`src/rtl/adbus_port_pkg.sv`:
```
package adbus_port_pkg;

    // Which source owns the pads in the current cycle
    typedef enum logic [1:0] {
        DRV_LATCH = 2'd0,   // open-drain from the port latch
        DRV_ADDR  = 2'd1,   // push-pull address low byte
        DRV_WDATA = 2'd2,   // push-pull write data
        DRV_FLOAT = 2'd3    // all pins released for a data read
    } drive_sel_e;

    // Bus role chosen by the page controls
    typedef enum logic [1:0] {
        ROLE_GPIO = 2'd0,
        ROLE_MUX  = 2'd1,
        ROLE_DATA = 2'd2,
        ROLE_ADDR = 2'd3
    } port_role_e;

    localparam logic [1:0] PAGE_SEL_ADDR_ONLY = 2'b11;

endpackage

```
`src/rtl/adbus_port_sync.sv`:
```
module adbus_port_sync #(
    parameter int unsigned W      = 8,
    parameter int unsigned STAGES = 2
) (
    input  logic         clk,
    input  logic         rst_n,
    input  logic [W-1:0] async_in,
    output logic [W-1:0] sync_out
);
    localparam int unsigned LAST = STAGES - 1;

    typedef struct packed {
        logic [STAGES-1:0][W-1:0] stage;
    } sync_t;

    sync_t s_d, s_q;

    always_comb begin
        s_d = s_q;
        s_d.stage[0] = async_in;
        for (int i = 1; i < STAGES; i++) begin
            s_d.stage[i] = s_q.stage[i-1];
        end
    end

    always_ff @(posedge clk or negedge rst_n) begin
        if (!rst_n) begin
            s_q <= '1;
        end else begin
            s_q <= s_d;
        end
    end

    assign sync_out = s_q.stage[LAST];

endmodule

```
`src/rtl/adbus_port_mode.sv`:
```
module adbus_port_mode
    import adbus_port_pkg::*;
(
    input  logic       page_en,
    input  logic [1:0] page_sel,
    input  logic       code_above,
    input  logic       ph_addr,
    input  logic       ph_wr,
    input  logic       ph_rd,
    output drive_sel_e drive_sel
);
    port_role_e role;
    logic       takes_addr;
    logic       takes_data;

    always_comb begin
        if (page_en) begin
            role = (page_sel == PAGE_SEL_ADDR_ONLY) ? ROLE_ADDR : ROLE_DATA;
        end else if (code_above) begin
            role = ROLE_MUX;
        end else begin
            role = ROLE_GPIO;
        end
    end

    always_comb begin
        takes_addr = (role == ROLE_MUX) || (role == ROLE_ADDR);
        takes_data = (role == ROLE_MUX) || (role == ROLE_DATA);
    end

    // Priority among accepted phases: address, write, read
    always_comb begin
        if (ph_addr && takes_addr) begin
            drive_sel = DRV_ADDR;
        end else if (ph_wr && takes_data) begin
            drive_sel = DRV_WDATA;
        end else if (ph_rd && takes_data) begin
            drive_sel = DRV_FLOAT;
        end else begin
            drive_sel = DRV_LATCH;
        end
    end

endmodule

```
`src/rtl/adbus_port_drive.sv`:
```
module adbus_port_drive
    import adbus_port_pkg::*;
#(
    parameter int unsigned W = 8
) (
    input  drive_sel_e   drive_sel,
    input  logic [W-1:0] latch,
    input  logic [W-1:0] bus_addr,
    input  logic [W-1:0] bus_wdata,
    output logic [W-1:0] pad_oe,
    output logic [W-1:0] pad_out
);
    for (genvar b = 0; b < W; b++) begin : g_pin
        always_comb begin
            unique case (drive_sel)
                DRV_ADDR: begin
                    pad_oe[b]  = 1'b1;
                    pad_out[b] = bus_addr[b];
                end
                DRV_WDATA: begin
                    pad_oe[b]  = 1'b1;
                    pad_out[b] = bus_wdata[b];
                end
                DRV_FLOAT: begin
                    pad_oe[b]  = 1'b0;
                    pad_out[b] = 1'b0;
                end
                default: begin
                    // open drain: only a 0 is driven
                    pad_oe[b]  = ~latch[b];
                    pad_out[b] = 1'b0;
                end
            endcase
        end
    end

endmodule

```
`src/rtl/adbus_port.sv`:
```
module adbus_port
    import adbus_port_pkg::*;
#(
    parameter int unsigned W           = 8,
    parameter int unsigned SYNC_STAGES = 2
) (
    input  logic         clk,
    input  logic         rst_n,
    input  logic         sfr_wr,
    input  logic [W-1:0] sfr_wdata,
    input  logic         sfr_rd,
    input  logic         rmw,
    input  logic         page_en,
    input  logic [1:0]   page_sel,
    input  logic         code_above,
    input  logic         ph_addr,
    input  logic         ph_wr,
    input  logic         ph_rd,
    input  logic [W-1:0] bus_addr,
    input  logic [W-1:0] bus_wdata,
    input  logic [W-1:0] pin_in,
    output logic [W-1:0] pad_oe,
    output logic [W-1:0] pad_out,
    output logic [W-1:0] sfr_rdata
);
    localparam logic [W-1:0] LATCH_RST = {W{1'b1}};

    typedef struct packed {
        logic [W-1:0] latch;
    } port_state_t;

    port_state_t st_d, st_q;
    drive_sel_e  drive_sel;
    logic [W-1:0] pin_sync;

    always_comb begin
        st_d = st_q;
        if (sfr_wr) begin
            st_d.latch = sfr_wdata;
        end
    end

    always_ff @(posedge clk or negedge rst_n) begin
        if (!rst_n) begin
            st_q.latch <= LATCH_RST;
        end else begin
            st_q <= st_d;
        end
    end

    adbus_port_sync #(
        .W      (W),
        .STAGES (SYNC_STAGES)
    ) sync_i (
        .clk      (clk),
        .rst_n    (rst_n),
        .async_in (pin_in),
        .sync_out (pin_sync)
    );

    adbus_port_mode mode_i (
        .page_en    (page_en),
        .page_sel   (page_sel),
        .code_above (code_above),
        .ph_addr    (ph_addr),
        .ph_wr      (ph_wr),
        .ph_rd      (ph_rd),
        .drive_sel  (drive_sel)
    );

    adbus_port_drive #(
        .W (W)
    ) drive_i (
        .drive_sel (drive_sel),
        .latch     (st_q.latch),
        .bus_addr  (bus_addr),
        .bus_wdata (bus_wdata),
        .pad_oe    (pad_oe),
        .pad_out   (pad_out)
    );

    // read-modify-write sees the latch held before any same-cycle write
    always_comb begin
        if (!sfr_rd) begin
            sfr_rdata = '0;
        end else if (rmw) begin
            sfr_rdata = st_q.latch;
        end else begin
            sfr_rdata = pin_sync;
        end
    end

endmodule

```
`config.mk`:
```
export PLATFORM = sky130hd
export DESIGN_NAME = adbus_port
export DESIGN_NICKNAME = d
export VERILOG_FILES = /design/src/rtl/adbus_port_pkg.sv /design/src/rtl/adbus_port_sync.sv /design/src/rtl/adbus_port_mode.sv /design/src/rtl/adbus_port_drive.sv /design/src/rtl/adbus_port.sv
export SDC_FILE = /design/constraint.sdc
export NUM_CORES = 1
export LEC_CHECK = 0
export CAP_MARGIN = 0
export CORE_ASPECT_RATIO = 1.75
export CORE_MARGIN = 2
export CORE_UTILIZATION = 30
export CTS_BUF_LIST = sky130_fd_sc_hd__clkbuf_16
export DETAILED_ROUTE_END_ITERATION = 7
export HOLD_SLACK_MARGIN = 0.08
export PLACE_DENSITY = 0.72
export SYNTH_ARGS = -nofsm -noshare
export SYNTH_HDL_FRONTEND = slang
export SYNTH_SLANG_ARGS = --single-unit
```
`constraint.sdc`:
```
create_clock -name clk -period 1.9 [get_ports clk]
set_clock_uncertainty 0.15 [all_clocks]
set_input_delay 0.57 -clock clk [delete_from_list [all_inputs] [get_ports clk]]
set_output_delay 0.57 -clock clk [all_outputs]
set_load 0.03 [all_outputs]
```
Yosys cells after proc, flatten, opt, wreduce, memory -nomap -nowiden. Cells that the tools add are included.

Register bits: 24. Input port bits: 44. Output and inout port bits: 24. Logic and storage cells: 48.

Equal/unequal tests: 7. Muxes and demuxes: 24. Bitwise logic cells: 8. Reductions and logical operators: 6.

Operators with widths (count): 1-bit case mux with 2 select lines (16); 8-bit 2-to-1 mux (2); 2-bit == test (second input constant) (5); 2-bit 2-to-1 mux (4); 1-bit inverter (8); 2-bit by 1-bit == test with 1-bit output (second input constant) (2); 1-bit logical AND (3); 1-bit logical OR (2); 1-bit 2-to-1 mux (2); 2-bit OR reduction (1).

Logic depth before layout (Yosys ltp). Gate-level depths: netlist of run 1.

Depth after elaboration: 12. Gate-level depth with buffers: 3. Mapped depth without buffers: 3.

Modules after synthesis. From an unflattened synthesis of run 1, not the netlist that was laid out.

Cell total of the unflattened synthesis: 94. Area total of the unflattened synthesis: 1197.4 µm².

Modules (own cells, without submodules): adbus_port (times used 1, cells an instance 34, area each 483.0 µm², seq. area each 210.2 µm²); adbus_port_sync (times used 1, cells an instance 16, area each 420.4 µm², seq. area each 420.4 µm²); adbus_port_drive (times used 1, cells an instance 33, area each 221.5 µm², seq. area each 0.0 µm²); adbus_port_mode (times used 1, cells an instance 11, area each 72.6 µm², seq. area each 0.0 µm²).

Least setup slack after synthesis of run 1. Ideal clock, no wire load.

Path type: in2out. From: input port ph_addr. To: output port pad_out[1]. Arrival time: 1.526 ns. Required time: 1.180 ns. Path slack: -0.346 ns. Stages on the path: 3. Buffers on the path: 0. Cell sequence: or3b_4 a21boi_4 a22o_1.

Longest elaborated chain between the ends: 4. Elaborated cells between the ends (all ways): 5. Classes of those cells: 2 x eq/ne; 2 x mux; 1 x reduce/logical.

Ends and longest elaborated chain: from (decl) (RTL line adbus_port.sv:16) `input logic ph_addr,`; 1-bit logical AND * (RTL line adbus_port_mode.sv:33) `if (ph_addr && takes_addr) begin`; 2-bit 2-to-1 mux * (RTL line adbus_port_mode.sv:33); 2-bit == test / 2-bit by 1-bit == test with 1-bit output (equally long branches) (RTL line adbus_port_drive.sv:15) `unique case (drive_sel)`; 1-bit case mux with 2 select lines * (RTL line adbus_port_drive.sv:15); to (decl) (RTL line adbus_port.sv:23) `output logic [W-1:0] pad_out,`.

Mark *: on every way between the ends. The rest lies on a longest branch, timed or not.

Worst setup path after layout of run 1.
From: input port page_en. To: output port pad_out[2].

Longest elaborated chain between the ends: 9. Elaborated cells between the ends (all ways): 15. Classes of those cells: 5 x eq/ne; 5 x mux; 5 x reduce/logical.

Ends and longest elaborated chain: from (decl) (RTL line adbus_port.sv:13) `input logic page_en,`; 2-bit 2-to-1 mux * (RTL line adbus_port_mode.sv:17) `if (page_en) begin`; 2-bit by 1-bit == test with 1-bit output / 2-bit == test (equally long branches) (RTL line adbus_port_mode.sv:27, adbus_port_mode.sv:28); 1-bit logical OR (RTL line adbus_port_mode.sv:28) `takes_data = (role == ROLE_MUX) || (role == ROLE_DATA);`; 1-bit logical AND (RTL line adbus_port_mode.sv:37) `end else if (ph_rd && takes_data) begin`; 2-bit 2-to-1 mux (RTL line adbus_port_mode.sv:37); 2-bit 2-to-1 mux (RTL line adbus_port_mode.sv:35) `end else if (ph_wr && takes_data) begin`; 2-bit 2-to-1 mux * (RTL line adbus_port_mode.sv:33); 2-bit == test / 2-bit by 1-bit == test with 1-bit output (equally long branches) (RTL line adbus_port_drive.sv:15); 1-bit case mux with 2 select lines * (RTL line adbus_port_drive.sv:15).

Marks and branches as above.

==> metrics.yaml, run 1 <==
placed_area_um2: 1990
initial_core_util_pct: 31.6
crit_path_max_fanout: 8
hold_class: "flip-flop to flip-flop"
dieWidth_um: 49.2
regToRegSetupSlack_ns: 0.87
grt_pass1_vias: 1135
clk_path_buf_depth: 2
grt_overflow_total: 0
rsz0062_at_grt: "true"
cp.arrival_ns: 1.77
grt_pass1_wl_um: 5480
seqPwrFrac_pct: 37.4
antenna_cells: 0
holdPathEnd: "sync_i.sync_out[6]"
syn_to_final_growth_pct: 118
drtIter0Drc: 9
hpwl_um: 2500
design_area_um2: 2350
reg2reg_to: "st_q[5]"
synth.distinct_cells: 17
synth_cells: 75
report.final.slew_viol_count: 0
finalHoldViolCount: 0
cts_tree: "done"
cp.required_ns: 1.18
drive_gt1_share_pct: 75.0
cts_root_buf: "clkbuf_16"
crit_type: "primary input to primary output"
synthTopCellsByArea: "dfstp_2, mux2_2, mux2i_1, o22ai_1, a22o_2"
wl_met3_um: 246
clk_pin_slew_ns: 0.05
antenna_found_initial: 0
drtPass1Iterations: 4
vias: 1012
worst_pin_slew_ns: 0.283
design.core.area_um2: 3400
grt_start_max_net_pins: 25
syn_nets: 119
reg2reg_depth: 2
die-area_um2: 4100
avgSynthCellArea_um2: 14.3
critPathMaxStageDelay_ns: 0.38
slowest_stage: "or3b_4"
cp-start-kind: "primary input"
fmax_ghz: 0.401
slew_headroom_pct: 81.1
routed_wl_um: 3440
switching_power_mw: 0.422
cap_violations: 0
die_y_um: 83.2
insertion_delay_ns: 0.25
intPower_mw: 1.17
place_ws_ns: -1.15
crit_chain: "buf_8, buf_6, or3b_4, a21boi_4, a22o_2, buf_6"
routed.top_layer: "met4"
clock_sinks: 24
io_pins: 68
min_path_cells: 0
met1Wirelength_um: 1150
synth-seq-cells: 24
yosysSeqAreaShare_pct: 58.7
period_needed_ns: 2.49
portBuffers: 67
synth_warnings: 0
cp-end-kind: "primary output"
vias_per_cell: 4.75
ir_drop_uv: 755
drc: 0
rows: 28
dr_wl_met2_um: 2020
status: "finished with violations"
p_leak_nw: 0.964
powerDensity_nw_per_um2: 677
grt_usage_pct: 17.0
hold_buffers: 0
wl_per_cell_um: 16.1
cpMostUsedCell: "buf_6"
netlist.area_leader.share_pct: 58.7
p_clk_share_pct: 26.5
fin_crit_sh_pct: 131
holdCritStartpoint: "sync_i.s_d[14]"
fin_nets: 214
power_frac_comb_pct: 36.1
violations: "negative setup slack"
gp_congestion: 0.765
cts_buffers: 3
yosysTopAreaCell: "dfstp_2"
htreeDepth: 1
fillerInstances: 239
setup_ws_ns: -0.594
worstReg2RegStart: "st_q[5]"
swShare_pct: 26.6
syn_area_um2: 1070
final_antenna_net_count: 0
setup_viol: 16
[cells in the final DEF (no fill, tap or decap)]
cell type        instances
buf_12                   2
buf_4                   17
or2b_1                   1
mux2_2                   8
mux2i_4                  2
clkbuf_16                3
mux2i_2                  1
buf_8                    2
nor2b_2                  7
a21boi_4                 1
a22o_2                   6
nor2b_4                  1
a21boi_2                 1
dfstp_2                 24
mux2i_1                  5
a21bo_4                  1
buf_6                   29
or3b_4                   1
buf_2                    5
clkdlybuf4s50_1         34
a21oi_4                  1
a22o_4                   2
o211a_4                  1
dlygate4sd2_1            2
nand3_4                  1
o22ai_4                  9
clkdlybuf4s15_2          1
[worst max-delay path, delay by kind of cell]
| family | cells | cell delay [ns] |
|---|---|---|
| AO/OA/AOI/OAI | 2 | 0.49 |
| buffers and inverters | 3 | 0.33 |
| AND/OR/NAND/NOR | 1 | 0.38 |
[synth_stat cells]
library cell and number:
or2b_1 1, or3b_4 1, o22ai_1 9, nor2b_1 8
nand3_1 1, mux2_2 8, clkbuf_1 1, a22o_1 3
buf_2 1, o211a_1 1, a21boi_4 1, a22o_2 5
a21bo_2 1, a21oi_2 1, mux2i_1 8, a21boi_2 1
dfstp_2 24
[per-layer routing]
layer / vias up / track usage (%)
li1: 472 / -
met1: 485 / 16.9
met2: 53 / 34.2
met3: 2 / 2.70
met4: 0 / 4.68
met5: - / 0
[power by group through the flow]
stage          Clock, mW  Combinational [mW]  Sequential [mW]
2_1_floorplan          0               0.231            0.597
3_3_place_gp           0               0.456            0.601
3_5_place_dp           0               0.462            0.603
4_1_cts            0.439               0.538            0.596
5_1_grt            0.453               0.602            0.599
6_report           0.421               0.572            0.594
[how the worst max path moves through the flow]
| stage | to | start | slack (ns) | depth (start not counted) |
|---|---|---|---|---|
| after detailed placement | pad_oe[3] | page_en | -1.15 | 5 |
| final | pad_out[2] | page_en | -0.59 | 6 |
| after CTS | pad_out[3] | page_en | -0.56 | 6 |
| after global routing | pad_out[5] | page_en | -0.64 | 6 |
| after global placement | pad_oe[2] | page_en | -1.14 | 5 |
| after floorplan | pad_out[0] | ph_addr | -0.27 | 3 |
[flip-flops by register name, indices dropped and copies added (netlist names)]
register	cells
st_q	8
sync_i.sync_out	8
sync_i.s_d	8
[cell families (layout without fill, tap and decap cells)]
family	count (synthesis)	count (layout)	synth area share, %
DFF	24	24	58.7
AOI/OAI and AO/OA	22	22	17.8
muxes	16	16	15.8
and+or+nand+nor	11	11	6.87
buffers and inverters	2	95	0.814
[per-stage QoR]
step,total power [mW],cells,TNS [ns],utilization (%),hold slack [ns]
2_1_floorplan,0.827,75,-3.57,-,0.195
3_3_place_gp,1.06,199,-19.94,58.7,0.196
3_5_place_dp,1.06,199,-20.06,58.7,0.197
4_1_cts,1.57,210,-7.74,66.5,0.205
5_1_grt,1.65,213,-8.66,69.0,0.207
6_report,1.59,213,-7.90,69.0,0.204
[final cells by class]
type	instances	area, µm²	share of cell area [%]
Sequential cell	24	631	26.9
Multi-Input combinational cell	49	666	28.4
Timing Repair Buffer	92	918	39.1
Clock buffer	3	75.1	3.20
Tap cell	45	56.3	2.40
[what timing repair did]
| action | 4_1_cts | 5_1_grt |
|---|---|---|
| gates resized for setup | 85 | 17 |
| endpoints found under the setup margin | 24 | 23 |
| pin swaps | 16 | 4 |
| buffers inserted | 11 | 4 |
(Power assumes the default switching activity.)
==> inputs of run 2 (changes only) <==
--- a/config.mk
+++ b/config.mk
@@ -10,6 +10,7 @@
 export CORE_MARGIN = 2
 export CORE_UTILIZATION = 30
 export CTS_BUF_LIST = sky130_fd_sc_hd__clkbuf_16
+export CTS_CLUSTER_SIZE = 40
 export DETAILED_ROUTE_END_ITERATION = 7
 export HOLD_SLACK_MARGIN = 0.08
 export PLACE_DENSITY = 0.72
==> results of run 2 <==
The final DEF is identical to that of run 1; final timing and power are the same.
